## src/rtl/addr_img_pkg.sv

```systemverilog
package addr_img_pkg;

  typedef enum logic [2:0] {
    FLD_BASE  = 3'd0,
    FLD_MASK  = 3'd1,
    FLD_SPACE = 3'd2,
    FLD_XLAT  = 3'd3,
    FLD_XEN   = 3'd4
  } fld_e;

  typedef enum logic [1:0] {
    SPD_FAST   = 2'd0,
    SPD_MEDIUM = 2'd1,
    SPD_SLOW   = 2'd2,
    SPD_SLOW_X = 2'd3
  } spd_e;

  function automatic logic [1:0] wait_states(input logic [1:0] sel);
    case (spd_e'(sel))
      SPD_FAST:   wait_states = 2'd1;
      SPD_MEDIUM: wait_states = 2'd2;
      default:    wait_states = 2'd3;
    endcase
  endfunction

endpackage

```

## src/rtl/addr_img_regs.sv

```systemverilog
module addr_img_regs
  import addr_img_pkg::*;
#(
  parameter int NUM_IMG  = 6,
  parameter int DEC_BITS = 20,
  parameter int IMG_W    = 3,
  parameter logic [NUM_IMG*DEC_BITS-1:0] RST_BASE = '0,
  parameter logic [NUM_IMG*DEC_BITS-1:0] RST_MASK = '0,
  parameter logic [NUM_IMG-1:0]          RST_SPACE = '0,
  parameter logic [NUM_IMG*DEC_BITS-1:0] RST_XLAT = '0,
  parameter logic [NUM_IMG-1:0]          RST_XEN  = '0
) (
  input  logic                              clk,
  input  logic                              rst_n,
  input  logic                              we,
  input  logic [IMG_W-1:0]                  img,
  input  logic [2:0]                        fld,
  input  logic [DEC_BITS-1:0]               data,
  output logic [NUM_IMG-1:0][DEC_BITS-1:0]  base_o,
  output logic [NUM_IMG-1:0][DEC_BITS-1:0]  mask_o,
  output logic [NUM_IMG-1:0]                space_o,
  output logic [NUM_IMG-1:0][DEC_BITS-1:0]  xlat_o,
  output logic [NUM_IMG-1:0]                xen_o
);

  for (genvar i = 0; i < NUM_IMG; i++) begin : g_img
    logic                sel;
    logic                base_en, mask_en, space_en, xlat_en, xen_en;
    logic [DEC_BITS-1:0] base_q, mask_q, xlat_q;
    logic                space_q, xen_q;

    assign sel = we && (img == IMG_W'(i));

    always_comb begin
      base_en  = 1'b0;
      mask_en  = 1'b0;
      space_en = 1'b0;
      xlat_en  = 1'b0;
      xen_en   = 1'b0;
      if (sel) begin
        case (fld)
          FLD_BASE:  base_en  = 1'b1;
          FLD_MASK:  mask_en  = 1'b1;
          FLD_SPACE: space_en = 1'b1;
          FLD_XLAT:  xlat_en  = 1'b1;
          FLD_XEN:   xen_en   = 1'b1;
          default:   ;
        endcase
      end
    end

    always_ff @(posedge clk or negedge rst_n) begin
      if (!rst_n) begin
        base_q  <= RST_BASE[i*DEC_BITS +: DEC_BITS];
        mask_q  <= RST_MASK[i*DEC_BITS +: DEC_BITS];
        space_q <= RST_SPACE[i];
        xlat_q  <= RST_XLAT[i*DEC_BITS +: DEC_BITS];
        xen_q   <= RST_XEN[i];
      end else begin
        if (base_en)  base_q  <= data;
        if (mask_en)  mask_q  <= data;
        if (space_en) space_q <= data[0];
        if (xlat_en)  xlat_q  <= data;
        if (xen_en)   xen_q   <= data[0];
      end
    end

    assign base_o[i]  = base_q;
    assign mask_o[i]  = mask_q;
    assign space_o[i] = space_q;
    assign xlat_o[i]  = xlat_q;
    assign xen_o[i]   = xen_q;
  end

  // A write aimed at an image number outside the set must leave every setting untouched.
  assert_bad_img_ignored_R9: assert property (@(posedge clk) disable iff (!rst_n)
    (we && (int'(img) >= NUM_IMG)) |=>
      ($stable(base_o) && $stable(mask_o) && $stable(space_o) && $stable(xlat_o) && $stable(xen_o)));

  // A field code outside the defined set must also leave every setting untouched.
  assert_bad_fld_ignored_R9: assert property (@(posedge clk) disable iff (!rst_n)
    (we && (fld > 3'd4)) |=>
      ($stable(base_o) && $stable(mask_o) && $stable(space_o) && $stable(xlat_o) && $stable(xen_o)));

endmodule

```

## src/rtl/addr_img_match.sv

```systemverilog
module addr_img_match #(
  parameter int NUM_IMG  = 6,
  parameter int DEC_BITS = 20
) (
  input  logic [DEC_BITS-1:0]               addr_hi,
  input  logic                              io,
  input  logic [NUM_IMG-1:0][DEC_BITS-1:0]  base_i,
  input  logic [NUM_IMG-1:0][DEC_BITS-1:0]  mask_i,
  input  logic [NUM_IMG-1:0]                space_i,
  input  logic [NUM_IMG-1:0][DEC_BITS-1:0]  xlat_i,
  input  logic [NUM_IMG-1:0]                xen_i,
  output logic [NUM_IMG-1:0]                match_o,
  output logic [NUM_IMG-1:0][DEC_BITS-1:0]  xhi_o
);

  for (genvar i = 0; i < NUM_IMG; i++) begin : g_cmp
    logic implemented, field_eq, space_eq;

    assign implemented = |mask_i[i];
    assign field_eq    = ((addr_hi ^ base_i[i]) & mask_i[i]) == '0;
    assign space_eq    = (space_i[i] == io);
    assign match_o[i]  = implemented && field_eq && space_eq;

    assign xhi_o[i] = xen_i[i] ? ((addr_hi & ~mask_i[i]) | (xlat_i[i] & mask_i[i]))
                               : addr_hi;
  end

endmodule

```

## src/rtl/addr_img_prio.sv

```systemverilog
module addr_img_prio #(
  parameter int NUM_IMG = 6,
  parameter int IMG_W   = 3
) (
  input  logic [NUM_IMG-1:0] match_i,
  output logic               hit_o,
  output logic [IMG_W-1:0]   idx_o,
  output logic [NUM_IMG-1:0] onehot_o
);

  always_comb begin
    hit_o    = 1'b0;
    idx_o    = '0;
    onehot_o = '0;
    for (int i = NUM_IMG - 1; i >= 0; i--) begin
      if (match_i[i]) begin
        hit_o    = 1'b1;
        idx_o    = IMG_W'(i);
        onehot_o = NUM_IMG'(1) << i;
      end
    end
  end

endmodule

```

## src/rtl/addr_img_pipe.sv

```systemverilog
module addr_img_pipe
  import addr_img_pkg::*;
#(
  parameter int NUM_IMG = 6,
  parameter int IMG_W   = 3,
  parameter int ADDR_W  = 32
) (
  input  logic               clk,
  input  logic               rst_n,
  input  logic               req,
  input  logic [1:0]         wait_sel,
  input  logic               hit_i,
  input  logic [IMG_W-1:0]   idx_i,
  input  logic [NUM_IMG-1:0] vec_i,
  input  logic [ADDR_W-1:0]  addr_i,
  output logic               valid_o,
  output logic               hit_o,
  output logic [IMG_W-1:0]   idx_o,
  output logic [NUM_IMG-1:0] vec_o,
  output logic [ADDR_W-1:0]  addr_o
);

  logic [1:0] cnt_q, cnt_d;
  logic       valid_q, valid_d;

  always_comb begin
    cnt_d   = cnt_q;
    valid_d = valid_q;
    if (req) begin
      cnt_d   = wait_states(wait_sel);
      valid_d = 1'b0;
    end else if (cnt_q != 2'd0) begin
      cnt_d   = cnt_q - 2'd1;
      valid_d = (cnt_q == 2'd1);
    end
  end

  always_ff @(posedge clk or negedge rst_n) begin
    if (!rst_n) begin
      cnt_q   <= '0;
      valid_q <= 1'b0;
    end else begin
      cnt_q   <= cnt_d;
      valid_q <= valid_d;
    end
  end

  always_ff @(posedge clk or negedge rst_n) begin
    if (!rst_n) begin
      hit_o  <= 1'b0;
      idx_o  <= '0;
      vec_o  <= '0;
      addr_o <= '0;
    end else if (req) begin
      hit_o  <= hit_i;
      idx_o  <= idx_i;
      vec_o  <= vec_i;
      addr_o <= addr_i;
    end
  end

  assign valid_o = valid_q;

  assert_onehot_vec_R6: assert property (@(posedge clk) disable iff (!rst_n)
    $onehot0(vec_o));

  assert_hit_agrees_R6: assert property (@(posedge clk) disable iff (!rst_n)
    hit_o == (vec_o != '0));

  assert_req_drops_valid_R7: assert property (@(posedge clk) disable iff (!rst_n)
    req |=> !valid_o);

  assert_fast_one_wait_R7: assert property (@(posedge clk) disable iff (!rst_n)
    (req && wait_sel == 2'd0) ##1 !req |=> valid_o);

  assert_hold_result_R10: assert property (@(posedge clk) disable iff (!rst_n)
    (valid_o && !req) |=> (valid_o && $stable(addr_o) && $stable(idx_o) && $stable(vec_o)));

endmodule

```

## src/rtl/addr_img_decoder.sv

```systemverilog
module addr_img_decoder
  import addr_img_pkg::*;
#(
  parameter int ADDR_W   = 32,
  parameter int NUM_IMG  = 6,
  parameter int DEC_BITS = 20,
  parameter logic [NUM_IMG*DEC_BITS-1:0] RST_BASE =
    {20'h00000, 20'h00000, 20'h00000, 20'h40000, 20'h80000, 20'h00000},
  parameter logic [NUM_IMG*DEC_BITS-1:0] RST_MASK =
    {20'h00000, 20'h00000, 20'h00000, 20'hFFFFF, 20'hF0000, 20'hFFF00},
  parameter logic [NUM_IMG-1:0] RST_SPACE = 6'b000100,
  parameter logic [NUM_IMG*DEC_BITS-1:0] RST_XLAT =
    {20'h00000, 20'h00000, 20'h00000, 20'h00000, 20'h10000, 20'h00000},
  parameter logic [NUM_IMG-1:0] RST_XEN = 6'b000010,
  localparam int IMG_W = (NUM_IMG > 1) ? $clog2(NUM_IMG) : 1,
  localparam int LOW_W = ADDR_W - DEC_BITS
) (
  input  logic                clk,
  input  logic                rst_n,
  input  logic                req,
  input  logic [ADDR_W-1:0]   req_addr,
  input  logic                req_io,
  input  logic [1:0]          wait_sel,
  input  logic                cfg_we,
  input  logic [IMG_W-1:0]    cfg_img,
  input  logic [2:0]          cfg_field,
  input  logic [DEC_BITS-1:0] cfg_data,
  output logic                dec_valid,
  output logic                dec_hit,
  output logic [IMG_W-1:0]    dec_img,
  output logic [NUM_IMG-1:0]  dec_hit_vec,
  output logic [ADDR_W-1:0]   dec_addr
);

  logic rst_meta_q, rst_sync_q;

  always_ff @(posedge clk or negedge rst_n) begin
    if (!rst_n) begin
      rst_meta_q <= 1'b0;
      rst_sync_q <= 1'b0;
    end else begin
      rst_meta_q <= 1'b1;
      rst_sync_q <= rst_meta_q;
    end
  end

  logic [NUM_IMG-1:0][DEC_BITS-1:0] base_w, mask_w, xlat_w, xhi_w;
  logic [NUM_IMG-1:0]               space_w, xen_w, match_w, onehot_w;
  logic                             hit_w;
  logic [IMG_W-1:0]                 idx_w;
  logic [DEC_BITS-1:0]              addr_hi;
  logic [ADDR_W-1:0]                out_addr_w;

  assign addr_hi = req_addr[ADDR_W-1 -: DEC_BITS];

  addr_img_regs #(
    .NUM_IMG(NUM_IMG), .DEC_BITS(DEC_BITS), .IMG_W(IMG_W),
    .RST_BASE(RST_BASE), .RST_MASK(RST_MASK), .RST_SPACE(RST_SPACE),
    .RST_XLAT(RST_XLAT), .RST_XEN(RST_XEN)
  ) u_regs (
    .clk(clk), .rst_n(rst_sync_q), .we(cfg_we), .img(cfg_img), .fld(cfg_field),
    .data(cfg_data), .base_o(base_w), .mask_o(mask_w), .space_o(space_w),
    .xlat_o(xlat_w), .xen_o(xen_w)
  );

  addr_img_match #(.NUM_IMG(NUM_IMG), .DEC_BITS(DEC_BITS)) u_match (
    .addr_hi(addr_hi), .io(req_io), .base_i(base_w), .mask_i(mask_w),
    .space_i(space_w), .xlat_i(xlat_w), .xen_i(xen_w),
    .match_o(match_w), .xhi_o(xhi_w)
  );

  addr_img_prio #(.NUM_IMG(NUM_IMG), .IMG_W(IMG_W)) u_prio (
    .match_i(match_w), .hit_o(hit_w), .idx_o(idx_w), .onehot_o(onehot_w)
  );

  generate
    if (LOW_W > 0) begin : g_low
      assign out_addr_w = hit_w ? {xhi_w[idx_w], req_addr[LOW_W-1:0]} : req_addr;
    end else begin : g_nolow
      assign out_addr_w = hit_w ? xhi_w[idx_w] : req_addr;
    end
  endgenerate

  addr_img_pipe #(.NUM_IMG(NUM_IMG), .IMG_W(IMG_W), .ADDR_W(ADDR_W)) u_pipe (
    .clk(clk), .rst_n(rst_sync_q), .req(req), .wait_sel(wait_sel),
    .hit_i(hit_w), .idx_i(idx_w), .vec_i(onehot_w), .addr_i(out_addr_w),
    .valid_o(dec_valid), .hit_o(dec_hit), .idx_o(dec_img), .vec_o(dec_hit_vec),
    .addr_o(dec_addr)
  );

  // The low address bits are never rewritten.
  assert_low_bits_pass_R1: assert property (@(posedge clk) disable iff (!rst_sync_q)
    req |=> dec_addr[LOW_W-1:0] == $past(req_addr[LOW_W-1:0]));

  // A miss leaves the address untouched.
  assert_miss_passthrough_R5: assert property (@(posedge clk) disable iff (!rst_sync_q)
    req |=> (dec_hit || dec_addr == $past(req_addr)));

endmodule

```

## config.mk

```make
export PLATFORM = sky130hd
export DESIGN_NAME = addr_img_decoder
export DESIGN_NICKNAME = d
export VERILOG_FILES = /design/src/rtl/addr_img_pkg.sv /design/src/rtl/addr_img_regs.sv /design/src/rtl/addr_img_match.sv /design/src/rtl/addr_img_prio.sv /design/src/rtl/addr_img_pipe.sv /design/src/rtl/addr_img_decoder.sv
export SDC_FILE = /design/constraint.sdc
export NUM_CORES = 1
export LEC_CHECK = 0
export ABC_CLOCK_PERIOD_IN_PS = 39400
export BUFFER_PORTS_ARGS = -buffer_cell sky130_fd_sc_hd__clkbuf_2
export CAP_MARGIN = 20
export CORE_ASPECT_RATIO = 0.8
export CORE_UTILIZATION = 24
export DETAILED_ROUTE_END_ITERATION = 8
export GPL_TIMING_DRIVEN = 0
export PLACE_DENSITY_LB_ADDON = 0.25
export SYNTH_ARGS = -nofsm -noshare
export SYNTH_HDL_FRONTEND = slang
export SYNTH_HIERARCHICAL = 1
export SYNTH_SLANG_ARGS = --single-unit
```

## constraint.sdc

```tcl
create_clock -name clk -period 39.4 [get_ports clk]
set_input_delay 5.91 -clock clk [delete_from_list [all_inputs] [get_ports clk]]
set_output_delay 5.91 -clock clk [all_outputs]
set_load 0.01 [all_outputs]
```

# Yosys cells after proc, flatten, opt, wreduce, memory -nomap -nowiden
# Index checks and enable logic that the tools add are counted.
# word_totals
register_bits	419
output_inout_bits	43
wordCells	195
input_bits	65
# classes
n_mux	67
reduce_logical	35
bitwise_logic	36
n_lt_le_gt_ge	1
n_addsub	1
eq_ne	17
# ops
cell	n
$and 20x20->20	18
$mux 20	7
$logic_not 20->1	6
$not 20->20	6
$or 20x20->20	6
$reduce_or 20->1	6
$xor 20x20->20	6
$bmux 20 s3	1
$mux 1	43
$mux 6	6
$mux 32	1
$logic_and 1x1->1	18
$mux 3	6
$eq 3x2->1 const B	4
$eq 3x3->1 const B	3
$eq 1x1->1	6
$eq 3x1->1 const B	2
$logic_not 3->1	2
$eq 2x1->1 const B	2
$lt 3x4->1 const B	1
$mux 2	2
$pmux 2 s2	1
$reduce_bool 2->1	2
$logic_not 2->1	1
$sub 2x1->2 const B	1

# Depth between registers and ports, before layout
# Gate-level depths: netlist of run 1.
# logic_depth
word_depth	14
depth_mapped	13
mapped_depth_nobuf	11

# By module
# The synthesis of run 1 kept the hierarchy.
# modules_own_cells
module	area_each_um2	seq_area_each_um2	cells_per_inst	n_inst
addr_img_regs	14243.7	9360.2	862	1
addr_img_match	3956.3	0.0	521	1
addr_img_pipe	1838.0	1126.1	105	1
addr_img_decoder	1157.4	50.0	119	1
addr_img_prio	93.8	0.0	17	1

# Worst setup path before layout of run 1
# OpenSTA, ideal clock, no wires.
# synth_path
kind	input -> register
from	in req_addr[20]
to	reg u_pipe.addr_o[13]
path_slack_ns	30.191
cell_stages	12
t_required_ns	39.275
arrival_ns	9.083
n_path_buf	1
cell_sequence	xor2_1 a22o_1 a221oi_2 nand4_1 a311oi_1 inv_1 a221oi_1 buf_6 mux4_2 a22oi_1 a21oi_1 mux2_4
# synth_rtl
item	line_no	rtl
start, declared	addr_img_decoder.sv:21	input logic [ADDR_W-1:0] req_addr,
$xor 20x20->20	addr_img_match.sv:20	assign field_eq = ((addr_hi ^ base_i[i]) & mask_i[i]) == '0;
$and 20x20->20	addr_img_match.sv:20	
$logic_not 20->1	addr_img_match.sv:20	
$logic_and 1x1->1 (2 in a row)	addr_img_match.sv:22	assign match_o[i] = implemented && field_eq && space_eq;
net match_w[1]	addr_img_decoder.sv:48	logic [NUM_IMG-1:0] space_w, xen_w, match_w, onehot_w;
$mux 3 (2 in a row)	addr_img_prio.sv:16	if (match_i[i]) begin
net idx_w[0]	addr_img_decoder.sv:50	logic [IMG_W-1:0] idx_w;
$bmux 20 s3	addr_img_decoder.sv:78	assign out_addr_w = hit_w ? {xhi_w[idx_w], req_addr[LOW_W-1:0]} : req_addr;
$mux 20 (implied by the code)	addr_img_decoder.sv:78	
$mux 32	addr_img_decoder.sv:78	
net out_addr_w[13]	addr_img_decoder.sv:52	logic [ADDR_W-1:0] out_addr_w;
end signal, assigned	addr_img_pipe.sv:58	addr_o <= addr_i;
end, declared	addr_img_pipe.sv:20	output logic [ADDR_W-1:0] addr_o
# The timed path passes the listed nets, and every way through them passes these cells. The select of a mux whose other input is x is not followed.
# A chain may end at the register's enable or synchronous reset.

# Final worst setup path of run 1
# layout_path
from	in req_addr[14]
to	reg u_pipe.addr_o[29]
# layout_rtl
item	line_no
$xor 20x20->20	addr_img_match.sv:20
$and 20x20->20	addr_img_match.sv:20
$logic_not 20->1	addr_img_match.sv:20
$logic_and 1x1->1 (2 in a row)	addr_img_match.sv:22
net match_w[3]	addr_img_decoder.sv:48
$mux 3 (4 in a row)	addr_img_prio.sv:16
net idx_w[1]	addr_img_decoder.sv:50
$bmux 20 s3	addr_img_decoder.sv:78
$mux 20 (implied by the code)	addr_img_decoder.sv:78
$mux 32	addr_img_decoder.sv:78
net out_addr_w[29]	addr_img_decoder.sv:52
# The timed path passes the listed nets, and every way through them passes these cells. The select of a mux whose other input is x is not followed.

==> metrics.md, run 1 <==
| Metric | Value |
|---|---|
| Global placement routability congestion | 0.916 |
| Initial antenna violation count | 0 |
| CP Data Arrival Time | 10.73 ns |
| Total negative slack | 0 ns |
| Ys flop type | dfrtp_1 |
| Number of flops mapped to enable cells by yosys | 0 |
| Largest area contributor in the netlist | dfrtp_1 |
| Total power | 1360 uW |
| Worst R2R End | u_pipe/addr_o[29]$_DFFE_PN0P_ |
| Critical path depth | 14 |
| Commonest non-fill, non-tap cell in the layout | mux2_2 |
| Synth top area cells | dfrtp_1 44%, mux2_2 28%, xor2_1 5.2%, dfstp_2 5.1%, nand2_1 2.5% |
| Hold Path Stages | 0 |
| Pwr Density | 54.4 mW/mm^2 |
| GR Overflow Total | 0 |
| Mean area per synthesized cell | 13.1 um^2 |
| Post-synthesis cell area | 0.0213 mm^2 |
| Area grow syn2layout | 17.4% |
| DRC | 0 |
| Worst Path Max Fanout | 10 |
| Largest net degree at the start of global routing | 70 |
| Die X | 335 um |
| Lkg Pwr | 0.0112 uW |
| Final std cells w/o fill | 3,014 |
| Resize count post-CTS | 0 |
| TritonCTS clock tree | done |
| Post-synth ARST share | 100% |
| Fin nets | 1,853 |
| Via count | 13,976 |
| Setup Skew | 0.0234 ns |
| Final design utilization | 28.5% |
| Total area of sequential cells | 0.0105 mm^2 |
| Worst Setup End Kind | flop |
| CP Buf/Inv Count | 4 |
| Worst-Skew Late Latency | 0.61 ns |
| Syn nets | 1,691 |
| Clock Pin Slew Worst Setup and Hold Paths | 0.06 ns |
| Worst path cell trace | clkbuf_2 > buf_2 > xor2_1 > a22oi_1 > nand4_1 > nor3_1 > nor2_1 > nor3_1 > buf_4 > clkbuf_1 > mux4_2 > a22oi_1 > a21oi_1 > mux2_2 |
| DRT iter0 DRCs | 974 |
| Actual slew at the worst max-slew pin | 1.16 ns |
| Reg2reg start | u_regs/g_img[3].base_q[2]$_DFFE_PN0P_ |
| Filler cells | 9,052 |
| Clk buf depth | 3 |
| Syn. warnings | 6 |
| Initial cell density of the core | 24.3% |
| Post-synth cell types | 50 |
| Hold-fix buffers, CTS | 0 |
| Peak Freq | 97.8 MHz |
| Final hold violation count | 0 |
| Vias/cell | 4.64 |
| Final slew viol count | 0 |
| Final ANT Viol Nets | 0 |
| Worst Min Path Start | rst_meta_q$_DFF_PN0_ |
| Post CTS Setup Buffer Count | 0 |
| Period utilisation layout | 26.0% |
| Setup crit start kind | primary input |
| CP top delay family | simple AND/OR/NAND/NOR gates |
| Register area share after synthesis | 49.5% |
| Seq cells post-synth | 419 |
| Sink of the worst hold path | rst_sync_q$_DFF_PN0_ |
| Synth top area share | 44.4% |
| RSZ-0062 raised after global routing | no |
| Most frequent cells in the layout | 523 x mux2_2, 377 x dfrtp_1, 141 x nand2_1, 126 x xor2_1, 104 x clkbuf_2 |
| CP max-delay cell | nor3_1 |
| Gr usage total | 16.0% |
| Finished Cell Area | 0.0250 mm^2 |
| Num CTS Buffers | 48 |
| Max_cap viols | 0 |
| Max H-tree Level | 2 |
| Overall die height | 268 um |
| Root buffer cell | clkbuf_16 |
| Area of placed instances | 0.0235 mm^2 |
| Post-DP HPWL | 56.3 mm |
| # clock sinks | 419 |
| Die footprint | 0.0899 mm^2 |
| Critical path required time | 39.90 ns |
| # IOs | 108 |
| DR pass1 iterations | 5 |
| Cells after DPL | 2,924 |
| DRT Wirelength | 71.8 mm |
| Layout cells sized above 1 | 48.7% |
| Outcome | completed |
| R2r setup slk | 34.55 ns |
| Fin crit period | 10.23 ns |
| HP Class | flop to flop |
| Setup-failing EPs final | 0 |
| Ant diodes | 0 |
| Slew margin rel. | 22.0% |
| Vias in the first global route | 14,473 |
| Setup CP Type | primary input to flop |
| Core outline area | 0.0877 mm^2 |
| Count of input and output buffers | 104 |
| Post-Synthesis Cells | 1,624 |
| Multi-input combinational cell area | 0.0100 mm^2 |
| DR WL/cell | 23.8 um |
| Reg2reg path depth | 12 |
| Rows | 97 |
| Global-route wire length before repair | 104 mm |
| Worst path max stage delay | 0.95 ns |
| Worst VDD drop | 0.0000333 V |
## metrics by stage
step	hold slack (ns)	setup WS (ns)
floorplan	0.331	26.93
global placement	0.336	21.26
detailed placement	0.353	28.57
CTS	0.367	29.20
global route	0.365	28.98
finish	0.358	29.17
## registers in the layout, summed over array words and instances, names as in the netlist
name,flops
u_pipe/addr_o,32
rst_sync_q,1
u_pipe/idx_o,3
u_regs/g_img.xen_q,6
u_regs/g_img.space_q,6
u_regs/g_img.mask_q,120
u_regs/g_img.base_q,120
u_pipe/cnt_q,2
u_pipe/vec_o,6
rst_meta_q,1
u_regs/g_img.xlat_q,120
u_pipe/valid_o,1
u_pipe/hit_o,1
## worst max-delay path by stage
stage / from / endpoint / slack, ns
3_5_place_dp: req_addr[14] / u_pipe/addr_o[29]$_DFFE_PN0P_ / 28.57
3_3_place_gp: rst_sync_q$_DFF_PN0_ / u_regs/g_img[5].xlat_q[2]$_DFFE_PN0P_ / 21.26
4_1_cts: req_addr[14] / u_pipe/addr_o[29]$_DFFE_PN0P_ / 29.20
2_1_floorplan: rst_sync_q$_DFF_PN0_ / u_pipe/addr_o[0]$_DFFE_PN0P_ / 26.93
6_report: req_addr[14] / u_pipe/addr_o[29]$_DFFE_PN0P_ / 29.17
5_1_grt: req_addr[14] / u_pipe/addr_o[29]$_DFFE_PN0P_ / 28.98
## cell type report
class / instances / area share (%)
flip-flops and latches: 419 / 42.2
plain buffers: 126 / 2.86
well taps: 1188 / 5.95
inverters: 4 / 0.0601
multi-input cells: 1075 / 40.1
clock buffers: 74 / 5.39
clock inverters: 16 / 0.671
repair buffers: 112 / 2.80
## cell usage after synthesis (all sizes together), types with 2 or more instances
library cell    n
a22o            6
nand3          10
a311oi          2
buf            83
nor2           35
nor4b           2
a222oi          6
nand4b          2
nor4           33
xor2          126
nor2b           3
mux4           20
dfstp          41
or3b            3
a221oi          7
a21oi          26
inv             4
nand3b          2
nand2         141
and4bb          3
nor3            6
dfrtp         378
nand4          10
nor3b           4
clkbuf         43
and3            6
a22oi          56
mux2          554
ha              2
## report_power, final
group	switching, uW	internal (uW)	total, uW	leakage [uW]
clock network	193	250	443	0.000733
registers	59.2	502	561	0.00538
logic	192	165	357	0.00507
## kinds of logic after synthesis
logic type               share of synthesized area, %
other                                          0.0176
buffers and inverters                            3.43
adder cells (fa/ha/maj)                         0.118
flip-flops                                       49.5
XOR/XNOR                                         5.22
AND/OR/NAND/NOR                                  6.02
AO/OA/AOI/OAI                                    3.76
multiplexers                                     31.9
## per-layer routing
layer  vias up  part of all wire (%)  track usage [%]
li1       6182                     -                -
met1      7364                    49             23.8
met2       364                    42             23.3
met3        66                   6.6             3.75
met4         0                   1.9             3.64
met5         -                     0                0
No activity file was read; power rests on OpenSTA's default activity.
==> inputs of run 2 (changes only) <==
ABC_AREA = 1   (was unset)
ABC_CLOCK_PERIOD_IN_PS = 9100   (was 39400)
clock period = 9.1 ns   (was 39.4 ns; I/O delays follow)
==> run 2 against run 1 <==
Synthesized cell count increased by 120%. First-iteration DRC count increased by 140%. Global-route usage increased by 2.2 points. Hold slack got worse by 0.035 ns. Setup slack got worse by 25 ns. Combinational power increased to 5.0 times the previous value. Sequential cell count unchanged. Sequential share of layout area decreased by 4.6 points. Final cell count increased by 68%. Non-clock buffer count increased by 104. Critical endpoint is now u_pipe/addr_o[25]$_DFFE_PN0P_. Largest power group unchanged. Highest routed layer is now met5.
==> metrics.md, run 2 <==
| Metric | Value |
|---|---|
| Actual slew at the worst max-slew pin | 0.988 ns (-0.173 ns) |
| Worst VDD drop | 0.000128 V (+280%) |
| Die X | 358 um (+6.8%) |
| Pwr Density | 218 mW/mm^2 (+300%) |
| Peak Freq | 192 MHz |
| Lkg Pwr | 0.0156 uW (+39%) |
| Commonest cells in the synthesized netlist | 1,560 x nand2_1, 513 x nand3_1, 378 x dfrtp_1, 319 x inv_1, 266 x nor2_1 |
| Final design utilization | 28.2% (-0.28 points) |
| Gr usage total | 18.3% (+2.2 points) |
| Setup crit start kind | primary input |
| Layout cells sized above 1 | 10.5% (-38 points) |
| Max_cap viols | 0 (unchanged) |
| # IOs | 108 (unchanged) |
| Syn nets | 3,621 (+110%) |
| Synth top area share | 39.0% (-5.5 points) |
| Slew margin rel. | 33.9% (+12 points) |
| Setup Skew | 0.0280 ns (+0.00461 ns) |
| Global placement routability congestion | 0.886 (-3.3%) |
| Initial cell density of the core | 24.4% (+0.14 points) |
| DRC | 0 (unchanged) |
| Commonest non-fill, non-tap cell in the layout | nand2_1 |
| Clk buf depth | 3 (unchanged) |
| Worst Path Max Fanout | 10 (unchanged) |
| Final hold violation count | 0 (unchanged) |
| Filler cells | 11,136 (+23%) |
| HP Class | flop to asynchronous set/reset pin |
| Max H-tree Level | 2 (unchanged) |
| Fin crit period | 5.21 ns |
| Vias in the first global route | 20,511 (+42%) |
| Seq cells post-synth | 419 (unchanged) |
| CP Data Arrival Time | 5.74 ns (-4.99 ns) |
| CP max-delay cell | nor2_1 |
| Post-Synthesis Cells | 3,554 (+120%) |
| Critical path required time | 9.63 ns (-30.27 ns) |
| Post-synthesis cell area | 0.0243 mm^2 (+14%) |
| Overall die height | 287 um (+6.7%) |
| Fin nets | 3,763 (+100%) |
| Place WS | 3.42 ns (-25.14 ns) |
| Die footprint | 0.102 mm^2 (+14%) |
| Global-route wire length before repair | 139 mm (+33%) |
| Most numerous cell in the Yosys netlist | nand2_1 |
| CP dominant cell by count | nor2_1 |
| Worst path cell trace | clkbuf_2 > buf_6 > or2_1 > nand3_1 > nand2_1 > nor2_1 > nand3_1 > nor2_1 > nor2_1 > nor2_1 > inv_1 > nor2_1 > buf_2 > nand3_1 > nand2_1 > inv_1 > a21oi_1 > nand2_1 > nand2_1 |
| Final slew viol count | 0 (unchanged) |
| Area grow syn2layout | 15.6% |
| Vias/cell | 4.46 (-3.8%) |
| Final ANT Viol Nets | 0 (unchanged) |
| DRT Wirelength | 94.3 mm (+31%) |
| Worst-Skew Late Latency | 0.62 ns (about the same) |
| GR Overflow Total | 0 (unchanged) |
| Number of flops mapped to enable cells by yosys | 0 (unchanged) |
| TritonCTS clock tree | done |
| Via count | 22,516 (+61%) |
| Post CTS Setup Buffer Count | 0 (unchanged) |
| Count of input and output buffers | 85 (-18%) |
| DR pass1 iterations | 8 (+3) |
| Setup-failing EPs final | 0 (unchanged) |
| Synth top area cells | dfrtp_1 39%, nand2_1 24%, nand3_1 11%, inv_1 4.9%, dfstp_2 4.4% |
| Post-DP HPWL | 74.6 mm (+32%) |
| Setup CP Type | primary input to flop |
| Syn. warnings | 6 (unchanged) |
| Resize count post-CTS | 0 (unchanged) |
| Post-synth cell types | 30 (-40%) |
| Largest area contributor in the netlist | dfrtp_1 |
| Initial antenna violation count | 3 (+3) |
| DRT iter0 DRCs | 2,382 (+140%) |
| Clock Pin Slew Worst Setup and Hold Paths | 0.06 ns (about the same) |
| Largest net degree at the start of global routing | 66 (-5.7%) |
| Num CTS Buffers | 48 (unchanged) |
| # clock sinks | 419 (unchanged) |
| Core outline area | 0.0995 mm^2 (+13%) |
| Register area share after synthesis | 43.4% (-6.1 points) |
| DR WL/cell | 18.7 um (-22%) |
| Mean area per synthesized cell | 6.83 um^2 (-48%) |
| Biggest regs | u_regs/g_img.base_q x120, u_regs/g_img.mask_q x120, u_regs/g_img.xlat_q x120 |
| Post-synth ARST share | 100% (unchanged) |
| Root buffer cell | clkbuf_16 |
| Rows | 103 (+6.2%) |
| Ys flop type | dfrtp_1 |
| RSZ-0062 raised after global routing | no |
| Worst path max stage delay | 0.76 ns (-0.19 ns) |
| Worst Setup End Kind | flop |
| Outcome | completed |
| Period utilisation layout | 57.2% |
| Hold-fix buffers, CTS | 0 (unchanged) |
| Fin worst setup slack | 3.89 ns (-25.28 ns) |
| Most frequent cells in the layout | 1,560 x nand2_1, 513 x nand3_1, 377 x dfrtp_1, 319 x inv_1, 266 x nor2_1 |
==> run 2: changes by cell type after synthesis, moves of 56 or more <==
cell | before | now
nand3_1 | 10 | 513
a22oi_1 | 56 | 0
nor2_1 | 35 | 266
xor2_1 | 126 | 0
o21ai_0 | 1 | 71
nand2_1 | 141 | 1560
inv_1 | 4 | 319
mux2_2 | 523 | 0
==> run 2: critical path: cells and delay by family <==
family / cells / cell delay (ns)
compound gates: 1 / 0.55
buf+inv: 5 / 1.01
simple gates: 13 / 2.77
==> run 2: worst paths after layout <==
| check | from | to | slack (ns) | cells after the start |
|---|---|---|---|---|
| min in group clk | rst_meta_q$_DFF_PN0_ | rst_sync_q$_DFF_PN0_ | 0.35 | 0 |
| worst min register to register | rst_sync_q$_DFF_PN0_ | u_regs/g_img[5].base_q[8]$_DFFE_PN0P_ | 0.32 | 0 |
| worst max register to register | u_regs/g_img[5].base_q[13]$_DFFE_PN0P_ | u_pipe/addr_o[25]$_DFFE_PN0P_ | 4.75 | 17 |
| worst max-delay path | req_addr[25] | u_pipe/addr_o[25]$_DFFE_PN0P_ | 3.89 | 19 |
| max in group asynchronous | rst_sync_q$_DFF_PN0_ | u_regs/g_img[2].base_q[18]$_DFFE_PN1P_ | 7.28 | 3 |
| worst min-delay path | rst_sync_q$_DFF_PN0_ | u_regs/g_img[5].base_q[8]$_DFFE_PN0P_ | 0.32 | 0 |
==> run 2: metrics by stage <==
step	instance area [um^2]	std cells	hold slack, ns	TNS, ns	total power [uW]
after floorplan	24300	3554	0.331	0	3450
after global placement	26400	4951	0.336	-489.49	4160
after detailed placement	26500	4958	0.340	0	4190
after CTS	28100	5047	0.349	0	6160
after global routing	28100	5047	0.357	0	6460
final	28100	5050	0.323	0	6120
==> run 2: layout make-up <==
class                           instances  area [um^2]  share of cell area (%)
Inverter                              332         1250                    4.45
Sequential cell                       419        10500                    37.5
Buffer                                250         1580                    5.61
Multi-Input combinational cell       2553        10900                    38.9
Clock inverter                          6         37.5                   0.134
Tap cell                             1312         1640                    5.85
Antenna cell                            3         7.51                  0.0267
Timing Repair Buffer                   92          618                    2.20
Clock buffer                           83         1480                    5.29
==> run 2: power breakdown <==
| part | switching [uW] | total [uW] | leakage (uW) | internal [uW] |
|---|---|---|---|---|
| Combinational | 1240 | 1800 | 0.00939 | 555 |
| Sequential | 217 | 2380 | 0.00542 | 2160 |
| Clock | 843 | 1950 | 0.000747 | 1100 |
==> run 2: cells by family (layout without fill, tap and decap cells) <==
logic type	after synthesis	after routing	synth area share, %
AND/OR/NAND/NOR	2392	2392	40.4
flip-flops	419	419	43.4
other	1	4	0.0154
buffers and inverters	582	763	11.6
AO/OA/AOI/OAI	97	97	2.01
multiplexers	54	54	2.23
XOR/XNOR	7	7	0.252
adder cells (fa/ha/maj)	2	2	0.103
==> run 2: metal layers <==
layer  part of all wire, %  global-route usage (%)
met3                   6.7                    2.52
met2                    39                    25.3
met4                   1.5                    3.70
met5                 0.014                       0
met1                    52                    29.4
